File: src/rtl/mbx_pkg.sv
package mbx_pkg;
  localparam logic [7:0] CMD_CANCEL = 8'h22;
  localparam logic [7:0] CMD_NORMAL = 8'h01;
  localparam logic [7:0] CMD_EOC    = 8'h03;
  localparam logic [7:0] MARK_OPEN  = 8'h01;
  localparam logic [7:0] MARK_CLOSE = 8'h03;

  // status bit positions
  localparam int ST_OBF = 0;
  localparam int ST_IBF = 1;
  localparam int ST_F0  = 2;
  localparam int ST_RDY = 4;
  localparam int ST_IBR = 5;

  localparam int MIN_CAP   = 6;
  localparam int LEN_FIRST = 2;
  localparam int LEN_BYTES = 4;

  typedef enum logic [3:0] {
    E_OK        = 4'd0,
    E_RDY_TMO   = 4'd1,
    E_IBF_TMO   = 4'd2,
    E_IBR_TMO   = 4'd3,
    E_F0_TMO    = 4'd4,
    E_OBF_TMO   = 4'd5,
    E_BAD_START = 4'd6,
    E_BAD_END   = 4'd7,
    E_LEN_OVER  = 4'd8,
    E_SMALL     = 4'd9
  } mbx_err_e;

  typedef enum logic [4:0] {
    S_IDLE, S_CANCEL, S_RDY, S_DRAIN, S_IBF0, S_NORM, S_IBR,
    S_TXW, S_TXD, S_TXEND, S_EOC, S_F0A, S_MARK0, S_OBF, S_RXD,
    S_F0B, S_MARK1
  } mbx_state_e;

  // true when a payload index falls inside the length field
  function automatic logic in_len_field(input int unsigned idx);
    return (idx >= LEN_FIRST) && (idx < LEN_FIRST + LEN_BYTES);
  endfunction

  // true when the announced length does not fit the buffer
  function automatic logic len_exceeds(input logic [31:0] len, input int unsigned cap);
    return len > cap;
  endfunction
endpackage

File: src/rtl/mbx_wait_timer.sv
module mbx_wait_timer #(
  parameter int W = 16
) (
  input  logic         clk,
  input  logic         rst_n,
  input  logic         clr,
  input  logic         step,
  input  logic [W-1:0] limit,
  output logic         expired
);
  logic [W-1:0] cnt_q;

  assign expired = (cnt_q >= limit);

  always_ff @(posedge clk) begin
    if (!rst_n)      cnt_q <= '0;
    else if (clr)    cnt_q <= '0;
    else if (step)   cnt_q <= cnt_q + 1'b1;
  end

  // a miss only extends the wait while the budget is not used up
  p_step_below_limit_r10: assert property (@(posedge clk) disable iff (!rst_n)
    step |-> !expired);
endmodule

File: src/rtl/mbx_len_grab.sv
module mbx_len_grab import mbx_pkg::*; #(
  parameter int IDX_W = 5
) (
  input  logic             clk,
  input  logic             rst_n,
  input  logic             clr,
  input  logic             we,
  input  logic [IDX_W-1:0] idx,
  input  logic [7:0]       data,
  output logic [31:0]      len
);
  logic hit;
  assign hit = we && in_len_field(32'(idx));

  always_ff @(posedge clk) begin
    if (!rst_n)    len <= '0;
    else if (clr)  len <= '0;
    else if (hit)  len <= {len[23:0], data};
  end

  // each length byte enters at the low end, earlier bytes move up
  p_len_shift_r8: assert property (@(posedge clk) disable iff (!rst_n)
    (hit && !clr) |=> (len[7:0] == $past(data)) && (len[31:8] == $past(len[23:0])));
endmodule

File: src/rtl/mbx_seq.sv
module mbx_seq import mbx_pkg::*; #(
  parameter  int MAX_BYTES = 16,
  parameter  int TMO_W     = 16,
  localparam int IDX_W     = $clog2(MAX_BYTES + 1)
) (
  input  logic             clk,
  input  logic             rst_n,
  input  logic             start,
  input  logic [IDX_W-1:0] req_len,
  output logic [IDX_W-1:0] req_idx,
  input  logic [7:0]       req_byte,
  input  logic [IDX_W-1:0] rsp_cap,
  output logic             rsp_we,
  output logic [IDX_W-1:0] rsp_idx,
  output logic [7:0]       rsp_wdata,
  input  logic [TMO_W-1:0] ready_limit,
  input  logic [TMO_W-1:0] stat_limit,
  output logic             bus_rd,
  output logic             bus_wr,
  output logic             bus_addr,
  output logic [7:0]       bus_wdata,
  input  logic [7:0]       bus_rdata,
  output logic             busy,
  output logic             done,
  output logic [3:0]       err,
  output logic [31:0]      rsp_len
);
  mbx_state_e       st_q, st_d;
  logic [IDX_W-1:0] idx_q, idx_d, idx_inc, txn_len_q, cap_q;
  logic             tmr_clr, tmr_step, tmr_exp;
  logic [TMO_W-1:0] tmr_lim;
  logic             wt_on, wt_ok;
  mbx_state_e       wt_nxt, wt_retry;
  mbx_err_e         wt_code;
  logic             fin;
  mbx_err_e         fin_code;
  logic             accept;
  logic [31:0]      cap_len;
  logic             done_q;
  mbx_err_e         err_q;
  logic [31:0]      len_q;

  assign accept  = (st_q == S_IDLE) && start;
  assign idx_inc = IDX_W'(idx_q + 1'b1);
  assign tmr_lim = (st_q == S_RDY || st_q == S_DRAIN) ? ready_limit : stat_limit;

  mbx_wait_timer #(.W(TMO_W)) u_timer (
    .clk(clk), .rst_n(rst_n), .clr(tmr_clr), .step(tmr_step),
    .limit(tmr_lim), .expired(tmr_exp)
  );

  mbx_len_grab #(.IDX_W(IDX_W)) u_len (
    .clk(clk), .rst_n(rst_n), .clr(accept), .we(rsp_we),
    .idx(idx_q), .data(bus_rdata), .len(cap_len)
  );

  always_comb begin
    st_d      = st_q;
    idx_d     = idx_q;
    bus_rd    = 1'b0;
    bus_wr    = 1'b0;
    bus_addr  = 1'b0;
    bus_wdata = 8'h00;
    rsp_we    = 1'b0;
    tmr_clr   = 1'b0;
    tmr_step  = 1'b0;
    wt_on     = 1'b0;
    wt_ok     = 1'b0;
    wt_nxt    = st_q;
    wt_retry  = st_q;
    wt_code   = E_OK;
    fin       = 1'b0;
    fin_code  = E_OK;
    case (st_q)
      S_IDLE: if (start) begin
        if (rsp_cap < IDX_W'(MIN_CAP)) begin
          fin = 1'b1; fin_code = E_SMALL;
        end else begin
          st_d = S_CANCEL; idx_d = '0; tmr_clr = 1'b1;
        end
      end
      S_CANCEL: begin
        bus_wr = 1'b1; bus_addr = 1'b1; bus_wdata = CMD_CANCEL; st_d = S_RDY;
      end
      S_RDY: begin
        bus_rd = 1'b1; bus_addr = 1'b1;
        if (bus_rdata[ST_OBF]) st_d = S_DRAIN;
        else begin
          wt_on = 1'b1; wt_ok = bus_rdata[ST_RDY]; wt_code = E_RDY_TMO; wt_nxt = S_IBF0;
        end
      end
      S_DRAIN: begin
        bus_rd = 1'b1;
        wt_on = 1'b1; wt_ok = bus_rdata[ST_RDY]; wt_code = E_RDY_TMO;
        wt_nxt = S_IBF0; wt_retry = S_RDY;
      end
      S_IBF0: begin
        bus_rd = 1'b1; bus_addr = 1'b1;
        wt_on = 1'b1; wt_ok = !bus_rdata[ST_IBF]; wt_code = E_IBF_TMO; wt_nxt = S_NORM;
      end
      S_NORM: begin
        bus_wr = 1'b1; bus_addr = 1'b1; bus_wdata = CMD_NORMAL; st_d = S_IBR;
      end
      S_IBR: begin
        bus_rd = 1'b1; bus_addr = 1'b1;
        wt_on = 1'b1; wt_ok = bus_rdata[ST_IBR]; wt_code = E_IBR_TMO;
        wt_nxt = (txn_len_q == '0) ? S_TXEND : S_TXW;
      end
      S_TXW: begin
        bus_rd = 1'b1; bus_addr = 1'b1;
        wt_on = 1'b1; wt_ok = !bus_rdata[ST_IBF]; wt_code = E_IBF_TMO; wt_nxt = S_TXD;
      end
      S_TXD: begin
        bus_wr = 1'b1; bus_wdata = req_byte; idx_d = idx_inc;
        st_d = (idx_inc == txn_len_q) ? S_TXEND : S_TXW;
      end
      S_TXEND: begin
        bus_rd = 1'b1; bus_addr = 1'b1;
        wt_on = 1'b1; wt_ok = !bus_rdata[ST_IBF]; wt_code = E_IBF_TMO; wt_nxt = S_EOC;
      end
      S_EOC: begin
        bus_wr = 1'b1; bus_addr = 1'b1; bus_wdata = CMD_EOC; idx_d = '0; st_d = S_F0A;
      end
      S_F0A: begin
        bus_rd = 1'b1; bus_addr = 1'b1;
        wt_on = 1'b1; wt_ok = bus_rdata[ST_F0]; wt_code = E_F0_TMO; wt_nxt = S_MARK0;
      end
      S_MARK0: begin
        bus_rd = 1'b1;
        if (bus_rdata != MARK_OPEN) begin
          fin = 1'b1; fin_code = E_BAD_START;
        end else st_d = S_OBF;
      end
      S_OBF: begin
        bus_rd = 1'b1; bus_addr = 1'b1;
        wt_on = 1'b1; wt_ok = bus_rdata[ST_OBF]; wt_code = E_OBF_TMO;
        wt_nxt = bus_rdata[ST_F0] ? S_MARK1 : S_RXD;
      end
      S_RXD: begin
        bus_rd = 1'b1; rsp_we = 1'b1; idx_d = idx_inc;
        st_d = (idx_inc == cap_q) ? S_F0B : S_OBF;
      end
      S_F0B: begin
        bus_rd = 1'b1; bus_addr = 1'b1;
        wt_on = 1'b1; wt_ok = bus_rdata[ST_F0]; wt_code = E_F0_TMO; wt_nxt = S_MARK1;
      end
      S_MARK1: begin
        bus_rd = 1'b1; fin = 1'b1;
        if (bus_rdata != MARK_CLOSE)                  fin_code = E_BAD_END;
        else if (len_exceeds(cap_len, 32'(cap_q)))    fin_code = E_LEN_OVER;
        else                                          fin_code = E_OK;
      end
      default: st_d = S_IDLE;
    endcase

    if (wt_on) begin
      if (wt_ok) begin
        st_d = wt_nxt; tmr_clr = 1'b1;
      end else if (tmr_exp) begin
        fin = 1'b1; fin_code = wt_code;
      end else begin
        tmr_step = 1'b1; st_d = wt_retry;
      end
    end

    if (fin) begin
      st_d = S_IDLE; tmr_clr = 1'b1;
    end
  end

  always_ff @(posedge clk) begin
    if (!rst_n) begin
      st_q      <= S_IDLE;
      idx_q     <= '0;
      txn_len_q <= '0;
      cap_q     <= '0;
      done_q    <= 1'b0;
      err_q     <= E_OK;
      len_q     <= '0;
    end else begin
      st_q   <= st_d;
      idx_q  <= idx_d;
      done_q <= fin;
      if (accept) begin
        txn_len_q <= req_len;
        cap_q     <= rsp_cap;
      end
      if (fin) begin
        err_q <= fin_code;
        len_q <= (st_q == S_IDLE) ? '0 : cap_len;
      end
    end
  end

  assign req_idx   = idx_q;
  assign rsp_idx   = idx_q;
  assign rsp_wdata = bus_rdata;
  assign busy      = (st_q != S_IDLE);
  assign done      = done_q;
  assign err       = err_q;
  assign rsp_len   = len_q;

  // the first access of an exchange is the cancel command
  p_cancel_first_r1: assert property (@(posedge clk) disable iff (!rst_n)
    $rose(busy) |-> (bus_wr && bus_addr && bus_wdata == CMD_CANCEL));

  // stores never run past the captured capacity
  p_store_in_range_r6: assert property (@(posedge clk) disable iff (!rst_n)
    rsp_we |-> (rsp_idx < cap_q));

  // a clean finish never reports a length beyond the buffer
  p_ok_len_fits_r8: assert property (@(posedge clk) disable iff (!rst_n)
    (done && err == E_OK) |-> (rsp_len <= 32'(cap_q)));

  // the small-buffer result comes straight from idle
  p_small_from_idle_r9: assert property (@(posedge clk) disable iff (!rst_n)
    (done && err == E_SMALL) |-> $past(!busy));

  // done lasts one cycle
  p_done_pulse_r11: assert property (@(posedge clk) disable iff (!rst_n)
    done |=> !done);

  // one access at a time and none while idle
  p_single_access_r12: assert property (@(posedge clk) disable iff (!rst_n)
    !(bus_rd && bus_wr));
  p_idle_quiet_r12: assert property (@(posedge clk) disable iff (!rst_n)
    !busy |-> !(bus_rd || bus_wr));
endmodule

File: config.mk
export PLATFORM = sky130hd
export DESIGN_NAME = mbx_seq
export DESIGN_NICKNAME = d
export VERILOG_FILES = /design/src/rtl/mbx_pkg.sv /design/src/rtl/mbx_wait_timer.sv /design/src/rtl/mbx_len_grab.sv /design/src/rtl/mbx_seq.sv
export SDC_FILE = /design/constraint.sdc
export NUM_CORES = 1
export LEC_CHECK = 0
export ABC_AREA = 1
export BUFFER_PORTS_ARGS = -buffer_cell sky130_fd_sc_hd__buf_2
export CAP_MARGIN = 15
export CORE_MARGIN = 1
export CORE_UTILIZATION = 32
export DETAILED_ROUTE_END_ITERATION = 10
export HOLD_SLACK_MARGIN = 0.12
export PLACE_DENSITY = 0.51
export REMOVE_ABC_BUFFERS = 1
export SYNTH_ARGS = -nofsm -noshare
export SYNTH_HDL_FRONTEND = slang
export SYNTH_SLANG_ARGS = --single-unit
File: constraint.sdc
create_clock -name clk -period 3.4 [get_ports clk]
set_input_delay 0.51 -clock clk [delete_from_list [all_inputs] [get_ports clk]]
set_output_delay 0.51 -clock clk [all_outputs]
set_load 0.01 [all_outputs]
==> results of run 1 <==
-- how the worst max path moves through the flow --
stage | start | end | slack [ps]
finish | st_q[4] | rsp_len[1] | 340
global route | st_q[4] | rsp_len[0] | 3
CTS | st_q[2] | u_timer.cnt_q[15] | 60
detailed placement | st_q[2] | u_timer.cnt_q[8] | 80
global placement | st_q[2] | u_timer.cnt_q[14] | 150
floorplan | st_q[3] | u_timer.cnt_q[10] | 70
-- cells in the final DEF (no fill, tap or decap), types with 4 or more instances in the layout --
cell	n
buf_2	128
or2_2	8
a21oi_1	37
nand2_1	236
nor2_4	5
o21ai_2	7
nand3_1	45
inv_2	6
nor2_2	7
xor2_1	14
nor3_1	8
mux2i_1	15
a211oi_1	24
nor4_1	4
buf_4	6
o21ai_0	21
clkbuf_16	9
nor2_1	102
buf_12	4
nand2_2	8
nand4_1	13
dfxtp_1	104
ha_1	24
xnor2_1	5
inv_1	99
o21ai_1	24
-- final cells by class --
cell class,count,area share
multi-input combinational,628,0.4602
tap,234,0.04023
timing repair buffer,138,0.1052
clock inverter,7,0.01874
sequential,105,0.2890
inverter,107,0.05570
clock buffer,9,0.03094
-- Yosys cell counts (all sizes together), types with 2 or more instances --
cell / count
nor3: 10
ha: 24
nor4: 5
nand4: 13
a211oi: 24
buf: 30
a21oi: 37
dfxtp: 105
clkbuf: 14
nand2: 246
a211o: 2
o311ai: 2
mux2i: 15
nor2: 114
o21ai: 52
o211ai: 2
xor2: 14
or2: 8
nand3: 49
inv: 107
xnor2: 5
-- critical path: stages, from the launching register on --
cell and delay, ps:
dfxtp_1 480, nor2_4 110, nand2_1 130, buf_12 170, mux2i_1 200, ha_1 260
nand2_1 70, inv_1 30, o21ai_0 130, nand2_1 60, nor2_1 160, nand3_2 250
nand2_4 160, nand2_1 90, nand2_2 300, buf_12 220, o21ai_0 90
-- flip-flops by register name (all words and copies together), names as in the netlist --
register / flops
req_idx: 5
u_len.len: 32
rsp_len: 32
u_timer.cnt_q: 16
err: 4
cap_q: 5
st_q: 5
txn_len_q: 5
done: 1
-- power by group --
| group | switching (uW) | leakage [uW] | internal (uW) |
|---|---|---|---|
| Clock | 514 | 0.000172 | 737 |
| Sequential | 63.3 | 0.000849 | 1300 |
| Combinational | 983 | 0.00246 | 480 |
| Total | 1560 | 0.00348 | 2510 |
-- per-stage QoR --
stage          power, uW    util
2_1_floorplan       2325       -
6_report            4074  0.3878
3_5_place_dp        2829  0.3667
5_1_grt             4353  0.3878
3_3_place_gp        2838  0.3667
4_1_cts             4089  0.3859
-- cell families after synthesis --
logic type	count (synthesis)
flops	105
fa+ha+maj	24
simple gates	447
buf+inv	151
mux	16
xor+xnor	19
compound gates	122
-- metal layers --
metal | part of all wire | wire [um] | up-vias | global-route usage
li1 | - | - | 3049 | -
met1 | 0.50 | 8070 | 2483 | 0.2277
met3 | 0.029 | 467 | 11 | 0.02462
met4 | 0.0098 | 158 | 0 | 0.04049
met5 | 0 | 0 | - | 0
met2 | 0.46 | 7352 | 109 | 0.2837
-- repair_timing --
action | 4_1_cts | 5_1_grt
setup buffers | 0 | 1
endpoints found under the setup margin | 0 | 48
resized for setup | 0 | 5
==> results by group, run 1 <==
Run status
  • Status: complete, no violations

Clocking
  • CTS Hold Bufs: 0
  • Clk_lat worst skew: ~350 ps
  • H-Tree Depth: 3
  • Bufs on Longest Clock Path: 2
  • CTS tree: done
  • Inserted Clock Buffers: 9
  • Clock sink count: between 100 and 150
  • CTS root buffer: clkbuf_16
  • Clock-pin slew on the worst setup and hold paths: 80 ps

STA
  • Period utilization: 0.8994
  • RSZ-0062 raised after global routing: false
  • Min Tclk post-route: about 3000 ps
  • Worst Tran Pin Value: 613.4 ps
  • Hold Vio Cnt, Final: 0
  • Fin worst setup slack: 342.1 ps
  • Worst hold margin: roughly 390 ps
  • Max Slew Vio Count: 0
  • Setup tns final: 0 ps
  • Max Clock Skew: 6.647 ps
  • Final setup viols: 0
  • Worst rel slew slack: 0.5879
  • Max frequency: 327.0 MHz

Final layout
  • Reg area: ~2100 um2
  • Layout cells sized above 1: 0.2113
  • Final nets: ~1,100
  • Multi-input logic area: 3349 um2
  • Non-filler cells, final: around 1,200
  • Number of diodes: 0
  • Finished Cell Area: between 7000 and 8000 um2
  • Area delta synth->final: 18.71%
  • Filler cell count: 2,056

Worst setup path
  • CP startpoint kind: flop
  • Crit path capture type: flop
  • Crit-path max FO: 22
  • R2r endpoint: rsp_len[1]
  • WP data required: about 3600 ps
  • R2R setup slack: 340 ps
  • Reg2Reg Launch Point: st_q[4]
  • FF-to-FF path depth: 16
  • Critical path type: flop to flop
  • WP data arrival: roughly 3300 ps

Floorplan
  • Core area: between 15,000 and 20,000 um2
  • Die H: roughly 140 um
  • Initial Utilization: 0.3267
  • Number of I/O pins: between 100 and 150
  • Site Rows: 50
  • Die width: between 100 and 150 um
  • Die area: 19,720 um2

Placement
  • DP Worst Slack: 80.18 ps
  • IO buf count: ~130
  • Post-DP HPWL: approximately 12,000 um
  • Placement Cell Area: ~6900 um2
  • Placed Cells: 1,211
  • RePlAce Congestion: between 0.9 and 1

Detailed routing
  • WL/cell: ~13 um
  • Initial DRC count: around 390
  • Drt pass-1 iters: 5
  • Residual DRC: 0
  • Routed vias/inst: 4.603
  • Vias: 5,652
  • DRT antenna net count: 0
  • Drt total wl: around 16,000 um

Global route
  • Initial antenna violation count: 0
  • First-pass GRT wire length: approximately 27,000 um
  • GRT overflow: 0
  • Vias in the first global route: between 5,000 and 6,000
  • Largest net degree at the start of global routing: 65
  • GRT Overall Usage: 0.1692

Power and ir drop
  • Leak: between 0.003 and 0.004 uW
  • Power Density: ~560 nW/um2
  • Worst VDD drop: about 0.34 mV

Logic synthesis
  • Synth Instances: roughly 880
  • Synth Area in Simple Gates: 0.3218
  • Dominant combinational cell family by area after synthesis: simple AND/OR/NAND/NOR gates
  • Synth area leaders: dfxtp_1 34%, nand2_1 15%, nor2_1 6.2%
  • Cell taking the most area after synthesis: dfxtp_1
  • Compound-Gate Fraction of Synth Area: 0.1200
  • Ys flop type: dfxtp_1
  • Synthesized area: between 6000 and 7000 um2
  • Synthesis-stage register bit count: ~110
  • EDFF count, synth: 0
  • Post-synthesis adder-cell area fraction: 0.04898
  • Xor-xnor portion of the synthesized cell area: 0.02714
  • Post-synthesis sequential area ratio: 0.3429
  • Post-synthesis cell type count: 42
  • Yosys warns: 0
  • Mean Syn Cell Area: 6.935 um2
  • Proportion of synthesized area in mux cells: 0.02633
  • Yosys top cell area share: 0.3429
  • Async SR Flop Fraction: 0

Worst hold path
  • Hold depth: 3
  • Min-Delay Path Class: input port to flop
  • Hold Path End: cap_q[0]
  • HP Start: rsp_cap[0]

Run
  • MaxCap Viol Count: 0
No activity file was read; power rests on OpenSTA's default activity.
==> inputs of run 2 (changes only) <==
--- a/config.mk
+++ b/config.mk
@@ -13,7 +13,6 @@
 export DETAILED_ROUTE_END_ITERATION = 10
 export HOLD_SLACK_MARGIN = 0.12
 export PLACE_DENSITY = 0.51
-export REMOVE_ABC_BUFFERS = 1
 export SYNTH_ARGS = -nofsm -noshare
 export SYNTH_HDL_FRONTEND = slang
 export SYNTH_SLANG_ARGS = --single-unit
==> run 2 against run 1 <==
First-iteration DRC count is 17% lower. Clock-buffer cell count is 1 higher. Clock skew is 1.3 ps higher. Critical path depth is 4 higher. Sequential share of layout area is 0.32 points higher. Total power is 5.4% lower. Worst hold slack worse by 16 ps. Clock power is 15% lower. Via count is 1.6% higher. Sequential power hardly changed. Non-clock buffer count is 1 higher.
==> results by group, run 2 (synthesis results as in run 1) <==
Run status
  • Status: complete, no violations (unchanged)

Final layout
  • Layout cells sized above 1: 0.2090 (was 0.2113)
  • Commonest non-fill, non-tap cells in the layout: 236 x nand2_1, 128 x buf_2, 105 x dfxtp_1 (was 236 x nand2_1, 128 x buf_2, 104 x dfxtp_1)
  • Area delta synth->final: 17.33% (was 18.71%)
  • Final core utilization: 0.3833 (was 0.3878)
  • Final nets: 1,075 (was 1,074)
  • Largest regs: rsp_len x32, u_len.len x32, u_timer.cnt_q x16 (unchanged)
  • Number of diodes: 0 (unchanged)
  • Commonest non-fill, non-tap cell in the layout: nand2_1 (unchanged)

Clocking
  • CTS Hold Bufs: 0 (unchanged)
  • CTS tree: done (unchanged)
  • H-Tree Depth: 3 (unchanged)
  • Clock sink count: 105 (unchanged)
  • CTS root buffer: clkbuf_16 (unchanged)
  • Bufs on Longest Clock Path: 2 (unchanged)
  • Clock-pin slew on the worst setup and hold paths: 70 ps (was 80 ps)
  • Clk_lat worst skew: 350 ps (about the same)
  • Inserted Clock Buffers: 9 (unchanged)

STA
  • Final setup viols: 0 (unchanged)
  • RSZ-0062 raised after global routing: false (unchanged)
  • Worst Tran Pin Value: 528.5 ps (was 613.4 ps)
  • Max Slew Vio Count: 0 (unchanged)
  • Setup tns final: 0 ps (unchanged)
  • Max Clock Skew: 7.959 ps (was 6.647 ps)
  • Period utilization: 0.8640 (was 0.8994)
  • Min Tclk post-route: 2938 ps (was 3058 ps)
  • Worst rel slew slack: 0.6431 (was 0.5879)
  • Max frequency: 340.4 MHz (was 327.0 MHz)
  • Hold Vio Cnt, Final: 0 (unchanged)

Floorplan
  • Core area: 18,770 um2 (unchanged)
  • Initial Utilization: 0.3267 (unchanged)
  • Die H: 140.4 um (unchanged)
  • Site Rows: 50 (unchanged)
  • Die area: 19,720 um2 (unchanged)
  • Number of I/O pins: 129 (unchanged)
  • Die width: 140.4 um (unchanged)

Detailed routing
  • Routed vias/inst: 4.670 (was 4.603)
  • Vias: 5,740 (was 5,652)
  • DRT antenna net count: 0 (unchanged)
  • Residual DRC: 0 (unchanged)
  • Drt total wl: 16,120 um (was 16,050 um)
  • Drt pass-1 iters: 5 (unchanged)
  • Initial DRC count: 322 (was 387)
  • WL/cell: 13.12 um (was 13.07 um)

Worst setup path
  • Crit-path leading delay family: simple AND/OR/NAND/NOR gates (unchanged)
  • Most Frequent Cell on Critical Path: nand2_1 (unchanged)
  • Critical path type: flop to flop (unchanged)
  • WP data required: 3650 ps (was 3640 ps)
  • Crit-path cells: nor2_4 > nand2_1 > buf_12 > mux2i_1 > ha_1 > nand2_1 > nand2_1 > nand2_1 > nand2_1 > nand2_1 > nand2_1 > nand2_1 > nand3_1 > buf_4 > nor2_1 > nand2_1 > nor2_1 > nor2_1 > nand2_1 > inv_1 (was nor2_4 > nand2_1 > buf_12 > mux2i_1 > ha_1 > nand2_1 > inv_1 > o21ai_0 > nand2_1 > nor2_1 > nand3_2 > nand2_4 > nand2_1 > nand2_2 > buf_12 > o21ai_0)
  • Buf+Inv Stages, Crit Path: 3 (unchanged)
  • CP startpoint kind: flop (unchanged)
  • Crit-path max FO: 16 (was 22)
  • Crit path capture type: flop (unchanged)
  • Critical Path Max Stage Delay: 550 ps (was 480 ps)
  • WP data arrival: 3190 ps (was 3300 ps)
  • Slowest CP cell: dfxtp_1 (unchanged)

Global route
  • GR Layer Usage met3: 0.02325 (was 0.02462)
  • GRT overflow: 0 (unchanged)
  • Met2 usage: 0.2624 (was 0.2837)
  • Largest net degree at the start of global routing: 42 (was 65)
  • First-pass GRT wire length: 26,530 um (was 26,680 um)
  • GRT Overall Usage: 0.1686 (was 0.1692)
  • Most used routing layer: met2 (unchanged)
  • Vias in the first global route: 5,216 (was 5,213)
  • Met1 Usage GRT: 0.2342 (was 0.2277)
  • Initial antenna violation count: 0 (unchanged)

Placement
  • RePlAce Congestion: 0.8925 (was 0.9018)
  • IO buf count: 128 (unchanged)
  • Post-DP HPWL: 12,270 um (was 12,090 um)

Power and ir drop
  • Leak: 0.003440 uW (was 0.003477 uW)
  • Power Density: 535.9 nW/um2 (was 559.8 nW/um2)
  • Worst VDD drop: 0.2356 mV (was 0.3355 mV)

Logic synthesis
  • Net Count, Synth: around 970

Run
  • MaxCap Viol Count: 0 (unchanged)

Worst hold path
  • Min-Delay Path Class: input port to flop (unchanged)
run 2: cell types whose count changed in the layout (fill, tap and decap cells not counted), sizes merged:
cell,before,now
bufinv,3,1
buf,138,139
inv,108,109
clkbuf,9,10
run 2: worst register-to-register path: stages, from the launching register on:
cell and delay (ps):
dfxtp_1 550, nor2_4 90, nand2_1 140, buf_12 180
mux2i_1 250, ha_1 280, nand2_1 80, nand2_1 50
nand2_1 50, nand2_1 50, nand2_1 50, nand2_1 40
nand2_1 50, nand3_1 130, buf_4 200, nor2_1 240
nand2_1 160, nor2_1 110, nor2_1 50, nand2_1 50
inv_1 30
run 2: final timing paths:
kind,slack (ps),from,endpoint,cells past startpoint
worst max-delay path,460,st_q[2],st_q[0],20
worst min-delay path,380,rsp_cap[0],cap_q[0],3
worst max register to register,460,st_q[2],st_q[0],20
worst min register to register,450,rsp_len[21],rsp_len[21],2
run 2: metal layers:
layer	part of all wire	wire (um)
met5	0	0
met2	0.45	7238
met3	0.034	545
met1	0.50	8014
met4	0.020	323
run 2: cell type report:
cell class	count	area, um2
sequential	105	2102
fill	2052	11570
inverter	107	404.1
tap	234	292.8
clock buffer	10	229.0
multi-input combinational	628	3339
clock inverter	6	65.06
timing repair buffer	139	760.7
run 2: timing repair:
item                                   in CTS  in global routing
gates resized for setup                     0                  1
endpoints found under the hold margin       0                  0
setup endpoints to repair                   0                 13
setup buffers                               0                  0
run 2: per-stage QoR:
stage	cell area [um2]	cells	worst slack, ps	power [uW]	hold slack [ps]
floorplan	6131	884	283.3	2434	437.4
global placement	6897	1213	385.0	2832	437.1
detailed placement	6897	1213	345.6	2824	440.9
CTS	7191	1229	325.5	3901	364.3
global route	7193	1229	64.83	4143	408.7
finish	7193	1229	462.4	3855	377.2
run 2: report_power, final:
group | internal [uW] | switching, uW | leakage, uW | total, uW
clock network | 575 | 488 | 0.000143 | 1060
logic | 461 | 963 | 0.00245 | 1420
registers | 1300 | 72.3 | 0.000848 | 1370
==> inputs of run 3 (changes only) <==
==> constraint.sdc (replaced) <==
create_clock -name clk -period 3.8 [get_ports clk]
set_input_delay 0.57 -clock clk [delete_from_list [all_inputs] [get_ports clk]]
set_output_delay 0.57 -clock clk [all_outputs]
set_load 0.01 [all_outputs]
==> run 3 against run 2 <==
Cell count fell by 0.24%. Sequential cell count is the same. Via count is 0.14% lower. Total power fell by 11%. Sequential power is 10% lower. Critical path depth down 3. Global-route usage hardly changed. Register-to-register slack better by 20 ps. Clock skew rose by 5.3 ps. Worst setup slack better by 24 ps. Clock power down 12%. Largest power group unchanged.
==> results by group, run 3 (synthesis results as in run 1) <==
Power and ir drop
  • P_sw: 1381 uW (was 1523 uW)
  • Power share of the sequential group: 0.360 (was 0.355)
  • Power Density: 477.8 nW/um2 (was 535.9 nW/um2)
  • Worst VDD drop: 0.2566 mV (was 0.2356 mV)
  • Pint: 2036 uW (was 2332 uW)
  • Comb pwr share: 0.367 (was 0.369)
  • Sw Share: 0.4042 (was 0.3951)
  • Clock network power share: 0.273 (was 0.276)
  • Leak: 0.003418 uW (was 0.003440 uW)

Worst setup path
  • Critical path type: flop to flop (unchanged)
  • Crit-path max FO: 17 (was 16)
  • CP startpoint kind: flop (unchanged)
  • WP data required: 4040 ps (was 3650 ps)
  • Crit path capture type: flop (unchanged)
  • WP data arrival: 3560 ps (was 3190 ps)

STA
  • Final setup viols: 0 (unchanged)
  • Hold Vio Cnt, Final: 0 (unchanged)
  • Worst hold margin: 452.3 ps (was 377.2 ps)
  • Max Clock Skew: 13.26 ps (was 7.959 ps)
  • Max frequency: 301.8 MHz (was 340.4 MHz)
  • Setup tns final: 0 ps (unchanged)
  • Worst rel slew slack: 0.5663 (was 0.6431)
  • Period utilization: 0.8721 (was 0.8640)
  • Max Slew Vio Count: 0 (unchanged)
  • RSZ-0062 raised after global routing: false (unchanged)
  • Worst Tran Pin Value: 648.4 ps (was 528.5 ps)
  • Min Tclk post-route: 3314 ps (was 2938 ps)

Clocking
  • Clock sink count: 105 (unchanged)
  • CTS tree: done (unchanged)
  • CTS root buffer: clkbuf_16 (unchanged)
  • CTS Hold Bufs: 0 (unchanged)
  • Clk_lat worst skew: 360 ps (was 350 ps)
  • Bufs on Longest Clock Path: 2 (unchanged)
  • Inserted Clock Buffers: 9 (unchanged)
  • Post-CTS resize count: 0 (unchanged)
  • Clock-pin slew on the worst setup and hold paths: 80 ps (was 70 ps)
  • H-Tree Depth: 3 (unchanged)
  • Post-CTS repair timing setup buffer count: 0 (unchanged)

Final layout
  • Filler cell count: 2,056 (was 2,052)
  • Commonest non-fill, non-tap cell in the layout: nand2_1 (unchanged)
  • Largest regs: rsp_len x32, u_len.len x32, u_timer.cnt_q x16 (unchanged)
  • Number of diodes: 0 (unchanged)
  • Layout cells sized above 1: 0.2067 (was 0.2090)
  • Final nets: 1,073 (was 1,075)
  • Commonest non-fill, non-tap cells in the layout: 237 x nand2_1, 128 x buf_2, 105 x dfxtp_1 (was 236 x nand2_1, 128 x buf_2, 105 x dfxtp_1)
  • Area delta synth->final: 16.65% (was 17.33%)

Worst hold path
  • Min-Delay Path Class: flop to flop (was input port to flop)

Floorplan
  • Initial Utilization: 0.3267 (unchanged)
  • Die area: 19,720 um2 (unchanged)
  • Number of I/O pins: 129 (unchanged)
  • Site Rows: 50 (unchanged)
  • Die H: 140.4 um (unchanged)
  • Die width: 140.4 um (unchanged)
  • Core area: 18,770 um2 (unchanged)

Global route
  • GRT overflow: 0 (unchanged)
  • First-pass GRT wire length: 26,560 um (was 26,530 um)
  • Initial antenna violation count: 0 (unchanged)
  • GRT Overall Usage: 0.1683 (was 0.1686)
  • Largest net degree at the start of global routing: 65 (was 42)
  • Vias in the first global route: 5,223 (was 5,216)

Placement
  • IO buf count: 128 (unchanged)
  • RePlAce Congestion: 0.8797 (was 0.8925)
  • Post-DP HPWL: 12,380 um (was 12,270 um)

Detailed routing
  • Drt pass-1 iters: 6 (was 5)
  • Initial DRC count: 306 (was 322)
  • WL/cell: 13.20 um (was 13.12 um)
  • Drt total wl: 16,180 um (was 16,120 um)
  • Residual DRC: 0 (unchanged)
  • Routed vias/inst: 4.675 (was 4.670)
  • Vias: 5,732 (was 5,740)
  • DRT antenna net count: 0 (unchanged)

Run status
  • Status: complete, no violations (unchanged)

Logic synthesis
  • Net Count, Synth: 969 (unchanged)

Run
  • MaxCap Viol Count: 0 (unchanged)
==> run 3: cell types whose count changed in the layout (fill, tap and decap cells not counted) <==
cell	delta
buf_16	+1
clkinv_4	+2
buf_12	-3
bufinv_16	-1
clkbuf_1	-1
clkinv_2	-2
nand2_2	-1
inv_8	+2
nand2_1	+1
inv_6	-1
clkinvlp_4	-1
clkbuf_8	+1
==> run 3: worst max-delay path: stages, from the launching register on <==
cell,delay [ps]
dfxtp_1,520
inv_4,80
nor2_4,170
nand2_1,70
buf_4,220
mux2i_1,220
ha_1,270
a21oi_1,160
nand2_1,90
nand2_1,60
nand2_1,50
nand2_1,50
nand3_1,290
nand2_4,190
nand2_1,70
nand2_2,320
buf_4,260
o21ai_1,90
==> run 3: layer usage <==
metal,GRT usage,part of all wire
met4,0.05205,0.012
met5,0,0
met3,0.01983,0.033
met2,0.2758,0.46
met1,0.2299,0.50
==> run 3: final cells by class <==
| type | count | area, um2 | share of cell area |
|---|---|---|---|
| clock buffer | 10 | 239.0 | 0.03341 |
| clock inverter | 5 | 48.80 | 0.006823 |
| inverter | 107 | 404.1 | 0.05651 |
| multi-input combinational | 628 | 3337 | 0.4666 |
| sequential | 105 | 2102 | 0.2939 |
| tap | 234 | 292.8 | 0.04094 |
| timing repair buffer | 137 | 728.2 | 0.1018 |
==> run 3: path summary, 6_finish.rpt <==
path	start	to	slack (ps)	cells past startpoint
max	st_q[1]	rsp_len[20]	490	17
min reg2reg	rsp_len[8]	rsp_len[8]	450	2
max reg2reg	st_q[1]	rsp_len[20]	490	17
min	rsp_len[8]	rsp_len[8]	450	2
==> run 3: through the flow <==
stage / cells / utilization / area [um2] / setup WS [ps] / power (uW)
floorplan: 884 / - / 6131 / 683.3 / 2178
global placement: 1210 / 0.3643 / 6837 / 507.4 / 2514
detailed placement: 1210 / 0.3643 / 6837 / 441.1 / 2506
CTS: 1225 / 0.3796 / 7124 / 416.9 / 3456
global route: 1226 / 0.3811 / 7152 / 103.9 / 3660
finish: 1226 / 0.3811 / 7152 / 486.1 / 3417
==> run 3: power groups by stage <==
stage | Clock (uW) | Combinational [uW] | Sequential, uW
after floorplan | 0 | 959 | 1220
after global placement | 0 | 1260 | 1260
after detailed placement | 0 | 1250 | 1260
after CTS | 969 | 1260 | 1230
after global routing | 1010 | 1410 | 1240
final | 932 | 1250 | 1230
